<file path="src/rtl/rng_pkg.sv">
package rng_pkg;
  localparam int unsigned WORD_W = 32;

  localparam int unsigned OFS_CTRL = 'h0;
  localparam int unsigned OFS_STAT = 'h4;
  localparam int unsigned OFS_DATA = 'h8;

  localparam int unsigned CB_TEST   = 0;
  localparam int unsigned CB_IE_RDY = 1;
  localparam int unsigned CB_IE_HT  = 2;
  localparam int unsigned CB_KG_USR = 3;
  localparam int unsigned CB_KG_SYS = 4;
  localparam int unsigned CB_WIPE   = 15;

  localparam int unsigned SB_RDY   = 0;
  localparam int unsigned SB_TEST  = 1;
  localparam int unsigned SB_HT    = 2;
  localparam int unsigned SB_SRCF  = 3;
  localparam int unsigned SB_KDONE = 4;
  localparam int unsigned SB_CNT   = 24;

  typedef struct packed {
    logic ie_rdy;
    logic ie_ht;
    logic kg_usr;
    logic kg_sys;
    logic wipe;
  } ctrl_t;
endpackage

</file>
<file path="src/rtl/rng_ctrl_regs.sv">
module rng_ctrl_regs
  import rng_pkg::*;
(
  input  logic              clk,
  input  logic              rst,
  input  logic              wr_ctrl,
  input  logic [WORD_W-1:0] wdata,
  input  logic              kg_finish,
  output ctrl_t             ctrl
);
  always_ff @(posedge clk) begin
    if (rst) begin
      ctrl <= '0;
    end else begin
      ctrl.wipe <= 1'b0;
      if (kg_finish) begin
        ctrl.kg_usr <= 1'b0;
        ctrl.kg_sys <= 1'b0;
      end
      if (wr_ctrl) begin
        ctrl.ie_rdy <= wdata[CB_IE_RDY];
        ctrl.ie_ht  <= wdata[CB_IE_HT];
        if (wdata[CB_KG_USR]) ctrl.kg_usr <= 1'b1;
        if (wdata[CB_KG_SYS]) ctrl.kg_sys <= 1'b1;
        if (wdata[CB_WIPE])   ctrl.wipe   <= 1'b1;
      end
    end
  end
endmodule

</file>
<file path="src/rtl/rng_word_buffer.sv">
module rng_word_buffer #(
  parameter int unsigned W = 32
) (
  input  logic         clk,
  input  logic         rst,
  input  logic         cap_en,
  input  logic         src_valid,
  input  logic [W-1:0] src_word,
  input  logic         take,
  output logic         rdy,
  output logic [W-1:0] word
);
  always_ff @(posedge clk) begin
    if (rst) begin
      rdy  <= 1'b0;
      word <= '0;
    end else if (rdy) begin
      if (take) rdy <= 1'b0;
    end else if (cap_en && src_valid) begin
      rdy  <= 1'b1;
      word <= src_word;
    end
  end
endmodule

</file>
<file path="src/rtl/rng_key_store.sv">
module rng_key_store #(
  parameter int unsigned W         = 32,
  parameter int unsigned KEY_WORDS = 4,
  parameter int unsigned CNT_W     = 8
) (
  input  logic                   clk,
  input  logic                   rst,
  input  logic                   active,
  input  logic                   src_valid,
  input  logic [W-1:0]           src_word,
  input  logic                   wipe,
  output logic [KEY_WORDS*W-1:0] key,
  output logic                   kdone,
  output logic                   finish,
  output logic [CNT_W-1:0]       ld_cnt
);
  localparam int unsigned IDX_W = (KEY_WORDS > 1) ? $clog2(KEY_WORDS) : 1;
  localparam logic [IDX_W-1:0] LAST = IDX_W'(KEY_WORDS - 1);

  logic [IDX_W-1:0] idx;
  logic [W-1:0]     slot [KEY_WORDS];
  logic             load;

  assign load   = active && src_valid && !wipe;
  assign finish = load && (idx == LAST);

  for (genvar g = 0; g < KEY_WORDS; g++) begin : g_slot
    always_ff @(posedge clk) begin
      if (rst || wipe) slot[g] <= '0;
      else if (load && idx == IDX_W'(g)) slot[g] <= src_word;
    end
    assign key[g*W +: W] = slot[g];
  end

  always_ff @(posedge clk) begin
    if (rst) begin
      idx    <= '0;
      kdone  <= 1'b0;
      ld_cnt <= '0;
    end else if (wipe) begin
      idx   <= '0;
      kdone <= 1'b0;
    end else if (load) begin
      ld_cnt <= ld_cnt + 1'b1;
      idx    <= finish ? '0 : idx + 1'b1;
      if (finish) kdone <= 1'b1;
    end
  end
endmodule

</file>
<file path="src/rtl/rng_health_seq.sv">
module rng_health_seq (
  input  logic clk,
  input  logic rst,
  input  logic req,
  input  logic test_done,
  input  logic test_pass,
  output logic test_start,
  output logic busy,
  output logic ht_fail
);
  always_ff @(posedge clk) begin
    if (rst) begin
      test_start <= 1'b0;
      busy       <= 1'b0;
      ht_fail    <= 1'b0;
    end else begin
      test_start <= req && !busy;
      if (busy && test_done) begin
        busy    <= 1'b0;
        ht_fail <= !test_pass;
      end else if (req) begin
        busy <= 1'b1;
      end
    end
  end
endmodule

</file>
<file path="src/rtl/rng_regfront.sv">
module rng_regfront
  import rng_pkg::*;
#(
  parameter int unsigned ADDR_W    = 12,
  parameter int unsigned KEY_WORDS = 4,
  parameter int unsigned CNT_W     = 8
) (
  input  logic                        clk,
  input  logic                        rst,
  input  logic                        enable,
  input  logic                        bus_sel,
  input  logic                        bus_wr,
  input  logic [ADDR_W-1:0]           bus_addr,
  input  logic [WORD_W-1:0]           bus_wdata,
  output logic [WORD_W-1:0]           bus_rdata,
  input  logic                        src_valid,
  input  logic [WORD_W-1:0]           src_word,
  input  logic                        src_fail,
  output logic                        test_start,
  input  logic                        test_done,
  input  logic                        test_pass,
  output logic [KEY_WORDS*WORD_W-1:0] key_out,
  output logic                        key_ready,
  output logic                        irq
);
  logic hit_ctrl, hit_stat, hit_data;
  logic wr_ctrl, rd_data;
  ctrl_t ctrl;
  logic kg_active, kg_finish;
  logic rdy;
  logic [WORD_W-1:0] held;
  logic [CNT_W-1:0]  ld_cnt;
  logic test_busy, ht_fail, srcf_q;
  logic [WORD_W-1:0] ctrl_view, stat_view, rd_next;

  assign hit_ctrl = bus_addr == ADDR_W'(OFS_CTRL);
  assign hit_stat = bus_addr == ADDR_W'(OFS_STAT);
  assign hit_data = bus_addr == ADDR_W'(OFS_DATA);
  assign wr_ctrl  = bus_sel && bus_wr && hit_ctrl;
  assign rd_data  = bus_sel && !bus_wr && hit_data;
  assign kg_active = ctrl.kg_usr || ctrl.kg_sys;

  rng_ctrl_regs u_ctrl (
    .clk(clk), .rst(rst), .wr_ctrl(wr_ctrl), .wdata(bus_wdata),
    .kg_finish(kg_finish), .ctrl(ctrl)
  );

  rng_word_buffer #(.W(WORD_W)) u_buf (
    .clk(clk), .rst(rst), .cap_en(!kg_active), .src_valid(src_valid),
    .src_word(src_word), .take(rd_data), .rdy(rdy), .word(held)
  );

  rng_key_store #(.W(WORD_W), .KEY_WORDS(KEY_WORDS), .CNT_W(CNT_W)) u_key (
    .clk(clk), .rst(rst), .active(kg_active), .src_valid(src_valid),
    .src_word(src_word), .wipe(ctrl.wipe), .key(key_out), .kdone(key_ready),
    .finish(kg_finish), .ld_cnt(ld_cnt)
  );

  rng_health_seq u_health (
    .clk(clk), .rst(rst), .req(wr_ctrl && bus_wdata[CB_TEST]),
    .test_done(test_done), .test_pass(test_pass),
    .test_start(test_start), .busy(test_busy), .ht_fail(ht_fail)
  );

  always_comb begin
    ctrl_view = '0;
    ctrl_view[CB_IE_RDY] = ctrl.ie_rdy;
    ctrl_view[CB_IE_HT]  = ctrl.ie_ht;
    ctrl_view[CB_KG_USR] = ctrl.kg_usr;
    ctrl_view[CB_KG_SYS] = ctrl.kg_sys;
    ctrl_view[CB_WIPE]   = ctrl.wipe;
    stat_view = '0;
    stat_view[SB_RDY]   = rdy;
    stat_view[SB_TEST]  = test_busy;
    stat_view[SB_HT]    = ht_fail;
    stat_view[SB_SRCF]  = srcf_q;
    stat_view[SB_KDONE] = key_ready;
    stat_view[SB_CNT +: CNT_W] = ld_cnt;
    rd_next = '0;
    if (hit_ctrl)      rd_next = ctrl_view;
    else if (hit_stat) rd_next = stat_view;
    else if (hit_data) rd_next = (rdy && enable) ? held : '0;
  end

  always_ff @(posedge clk) begin
    if (rst) begin
      bus_rdata <= '0;
      srcf_q    <= 1'b0;
      irq       <= 1'b0;
    end else begin
      if (bus_sel && !bus_wr) bus_rdata <= rd_next;
      srcf_q <= src_fail;
      irq    <= (rdy && ctrl.ie_rdy) || (ht_fail && ctrl.ie_ht);
    end
  end
endmodule

</file>
<file path="config.mk">
export PLATFORM = sky130hd
export DESIGN_NAME = rng_regfront
export DESIGN_NICKNAME = d
export VERILOG_FILES = /design/src/rtl/rng_pkg.sv /design/src/rtl/rng_ctrl_regs.sv /design/src/rtl/rng_word_buffer.sv /design/src/rtl/rng_key_store.sv /design/src/rtl/rng_health_seq.sv /design/src/rtl/rng_regfront.sv
export SDC_FILE = /design/constraint.sdc
export NUM_CORES = 1
export LEC_CHECK = 0
export ABC_CLOCK_PERIOD_IN_PS = 4600
export BUFFER_PORTS_ARGS = -buffer_cell sky130_fd_sc_hd__buf_4
export CAP_MARGIN = 20
export CORE_UTILIZATION = 41
export CTS_BUF_LIST = sky130_fd_sc_hd__clkbuf_8
export DETAILED_ROUTE_END_ITERATION = 16
export PLACE_DENSITY = 0.63
export SLEW_MARGIN = 20
export SYNTH_ARGS = -nofsm -noshare
export SYNTH_HDL_FRONTEND = slang
export SYNTH_SLANG_ARGS = --single-unit
export TNS_END_PERCENT = 5
</file>
<file path="constraint.sdc">
create_clock -name clk -period 4.6 [get_ports clk]
set_clock_uncertainty 0.1 [all_clocks]
set_input_delay 0.46 -clock clk [delete_from_list [all_inputs] [get_ports clk]]
set_output_delay 0.46 -clock clk [all_outputs]
set_load 0.02 [all_outputs]
</file>
# --- Word-level counts from Yosys, hierarchy flattened ---
# Memories as Yosys holds them, arrays and structs flattened.
# Cells that the tools add are included.
op_classes:
  reduce_logical: 33
  n_eq_ne: 5
  n_mux: 31
  addsub: 2
  n_bitwise: 7
ops:
  columns: ["operator", "n"]
  rows:
  - ["$mux 32", 8]
  - ["$mux 1", 20]
  - ["$logic_and 1x1->1", 17]
  - ["$eq 12x3->1 const B", 1]
  - ["$eq 12x4->1 const B", 1]
  - ["$logic_not 12->1", 1]
  - ["$add 8x1->8 const B", 1]
  - ["$reduce_and 2->1", 3]
  - ["$reduce_or 2->1", 3]
  - ["$logic_not 1->1", 5]
  - ["$eq 2x2->1 const B", 2]
  - ["$mux 2", 2]
  - ["$or 1x1->1", 4]
  - ["$logic_or 1x1->1", 3]
  - ["$mux 3", 1]
  - ["$not 1->1", 3]
  - ["$add 2x1->2 const B", 1]
  - ["$eq 2x1->1 const B", 1]
  - ["$logic_not 2->1", 1]
totals:
  mem_bits_rw: 128
  regBits: 86
  mem_count: 1
mem_list:
  columns: ["memory", "depth", "width", "read_ports", "rd_clocked_by_memory_dff", "wr", "line_no", "rtl"]
  rows:
  - ["u_key.slot", 4, 32, 4, 0, 4, "rng_key_store.sv:21", "logic [W-1:0] slot [KEY_WORDS];"]

# --- Longest topological paths before layout ---
depth:
  depth_word: 8
  depth_mapped: 7
  depth_no_buf: 5

# --- Modules after synthesis ---
# A second synthesis with hierarchy kept.
hier_totals:
  hier_cells: 664
  hier_area_um2: 8598.2
by_module_without_submodules:
  columns: ["module", "n_inst", "seq_area_each_um2", "area_per_inst_um2", "cells_each"]
  rows:
  - ["rng_key_store", 1, 4063.9, 5325.1, 341]
  - ["rng_word_buffer", 1, 660.6, 1507.7, 143]
  - ["rng_regfront", 1, 680.7, 1505.2, 156]
  - ["rng_ctrl_regs", 1, 100.1, 167.7, 16]
  - ["rng_health_seq", 1, 60.1, 92.6, 8]

# --- Least setup slack after synthesis ---
# Ideal clock, no wire load.
synth_timing:
  path_type: "input-to-reg"
  start: "input src_valid"
  end: "memory u_key.slot[0][0], enable pin"
  setup_slack_ns: 2.397
  arrival_ns: 1.714
  required_ns: 4.111
  path_stages: 4
  cell_sequence: "o21ai_1 -> nor2_1 -> nand2_1 -> nand2_1"
synth_rtl:
  columns: ["item", "line_no", "rtl"]
  rows:
  - ["from (decl)", "rng_regfront.sv:16", "input logic src_valid,"]
  - ["to (decl)", "rng_key_store.sv:21", null]

==> qor.txt <==
run status = finished, final reports clean
signal arrival time at the worst endpoint = 2590 ps
Total Routing Usage GR = 0.205
Syn Std Cell Area = 0.00814 mm2
# diodes = 0
Antenna Nets Post-Route = 0
Worst setup SP type = flop
detailed placement HPWL = 13.9 mm
TNS Setup = 0 ps
Die Width = 143 um
Netlist cell types = 43
Setup Buffers After CTS = 0
Power, Total = 4.20 mW
initial antenna violation count = 0
Worst Max-Slew Pin Slew = 1100 ps
RSZ-0062 raised after global routing = false
layout cells sized above 1 = 0.326
Starting Density = 0.418
post-layout util = 0.551
Max Freq = 398 MHz
DRC violations left = 0
Worst Setup End Kind = flop
Post-synth EDFFs = 128
Post-synth top cells = 128 x and3_1, 128 x edfxtp_1, 88 x nand2_1
die footprint = 0.0204 mm2
Synth Warn # = 0
row cnt = 51
nets = 967
#FFs+latches synth = 214
Synth area leaders = edfxtp_1 47%, dfxtp_1 21%, and3_1 9.8%
crit path time final = 2510 ps
GP Congestion = 0.809
later-pin clock latency in the skew report = 530 ps
VDD IR max = 0.000178 V
slowest stage delay, CP = 450 ps
CTS tree = built
Root Driver = clkbuf_8
area leader, netlist = edfxtp_1
DRT iter0 DRCs = 391
# fillers = 1677
CP delay by family, top = simple AND/OR/NAND/NOR gates
GRT overflow = 0
Synth async-reset ratio = 0
WS Path Type = flop to flop
syn nets = 750
Clock Pin Slew Worst Setup and Hold Paths = 60 ps
post-synthesis sequential area ratio = 0.684
endpoints failing hold = 0
Mean Syn Cell Area = 12.3 um2
Final Cell Area = 0.0107 mm2
Via Count = 5915
Crit path required time = 4680 ps
most frequent CP cell = nand2_1
WL final = 21.2 mm
Cell Chain, Critical Path = o21ai_1 > nor2_1 > nand2_1 > nand2_1 > buf_4
Slew Limit Fails = 0
critical path peak fanout = 22
headroom to the max-slew limit = 0.270
# port buffers = 221
clk sink count = 214
quantity of gates resized following cts = 0
CP Buf/Inv Count = 1
Cell Area, Placed = 0.00993 mm2
final setup vio count = 0
Synth Instances = 660
top-area cell type share of the netlist area = 0.472
deepest clock path buffer count = 3
io pins = 248
pwr/cell area = 392 mW/mm2
Top FF cell, synth = edfxtp_1
die height = 143 um
pin count of the biggest net entering global routing = 129
TritonCTS buffer count = 37
vias in the first global route = 5561
crit share post-route = 0.546
Leak = 4.83 nW
CORE AREA = 0.0195 mm2
H-Tree Depth = 2
WL/cell = 18.1 um
worst hold-check path type = input port to flop
area growth from synthesis to layout = 31.9%
Critical-path top delay cell = dfxtp_1
via density per instance = 5.06
global-route wire length before repair = 31.7 mm
hold-fix buffers at CTS = 0
max-cap violations = 0
DRT Pass-1 Iters = 5
-- sequential cells by signal, indices dropped and copies added (netlist names) --
register / count
bus_rdata: 32
irq: 1
srcf_q: 1
u_buf.rdy: 1
u_buf.word: 32
u_ctrl.ctrl: 5
u_health.busy: 1
u_health.ht_fail: 1
u_health.test_start: 1
u_key.idx: 2
u_key.kdone: 1
u_key.ld_cnt: 8
u_key.slot: 128
-- cells by family (layout without fill, tap and decap cells) --
kind of cell	after synthesis	count (layout)	share of synthesized area
buffers and inverters	60	305	0.0386
XOR/XNOR	7	7	0.00754
multiplexers	2	2	0.00246
AO/OA/AOI/OAI	99	99	0.0755
AND/OR/NAND/NOR	273	273	0.184
adder cells (fa/ha/maj)	5	5	0.00769
flip-flops	214	214	0.684
-- area by class of cell --
type | count | area, um2 | share of cell area
Sequential cell | 214 | 5570 | 0.519
Multi-Input combinational cell | 386 | 2280 | 0.212
Timing Repair Buffer | 229 | 1720 | 0.160
Tap cell | 265 | 332 | 0.0309
Clock buffer | 46 | 633 | 0.0590
Inverter | 9 | 33.8 | 0.00315
Clock inverter | 21 | 171 | 0.0160
-- path summary, 6_finish.rpt --
| kind | cells past startpoint | end | from | slack (ps) |
|---|---|---|---|---|
| worst max-delay path | 5 | u_key.slot[1][15]$_SDFFCE_PN0P_ | u_ctrl.ctrl[1]$_SDFF_PP0_ | 2090 |
| worst min-delay path | 2 | u_health.ht_fail$_SDFFE_PP0P_ | test_pass | 30 |
| worst max register to register | 5 | u_key.slot[1][15]$_SDFFCE_PN0P_ | u_ctrl.ctrl[1]$_SDFF_PP0_ | 2090 |
| worst min register to register | 1 | bus_rdata[17]$_SDFFE_PP0N_ | u_buf.word[17]$_SDFFE_PP0P_ | 350 |
-- power breakdown --
| part | internal (mW) | switching, mW | total [mW] |
|---|---|---|---|
| Combinational | 0.102 | 0.173 | 0.275 |
| Clock | 1.07 | 0.750 | 1.82 |
| Sequential | 2.08 | 0.0222 | 2.10 |
-- metal layers --
metal / track usage / vias up / wire length, um
met5: 0 / - / 0
met4: 0.0770 / 0 / 567
met3: 0.0493 / 41 / 1310
met2: 0.322 / 212 / 9880
met1: 0.275 / 2819 / 9400
li1: - / 2843 / -
-- layout by cell type, fill, tap and decap left out, types with 3 or more instances in the layout --
cell type  netlist  layout
xnor2_1          6       6
bufinv_16        0       3
clkinv_2         0       4
clkbuf_8         2      46
inv_1            8      17
nor4_1           3       3
nand4_1          5       5
nor3_1           4       3
o21ai_1         10      10
dfxtp_1         86      86
o31ai_1          4       4
a22o_1          18      18
ha_1             5       5
clkinv_1         0       3
a22oi_1         13      13
nand3_1          5       5
nor2_1          21      21
a21oi_1         49      48
and3_1         128     128
nand2_1         88      87
edfxtp_1       128     128
buf_4            0     229
-- worst reg2reg max path, cell delays in order, from the launching register on --
cell and delay (ps):
dfxtp_1 450, o21ai_1 250, nor2_1 450, nand2_1 100, nand2_1 380, buf_4 420
-- metrics by stage --
stage	std cells	hold slack, ps	worst slack [ps]
global route	1170	19.3	1830
finish	1170	31.9	2090
global placement	1103	336	2040
CTS	1170	7.77	2060
floorplan	660	336	2400
detailed placement	1103	346	2020
Power figures use the tool's default switching activity.
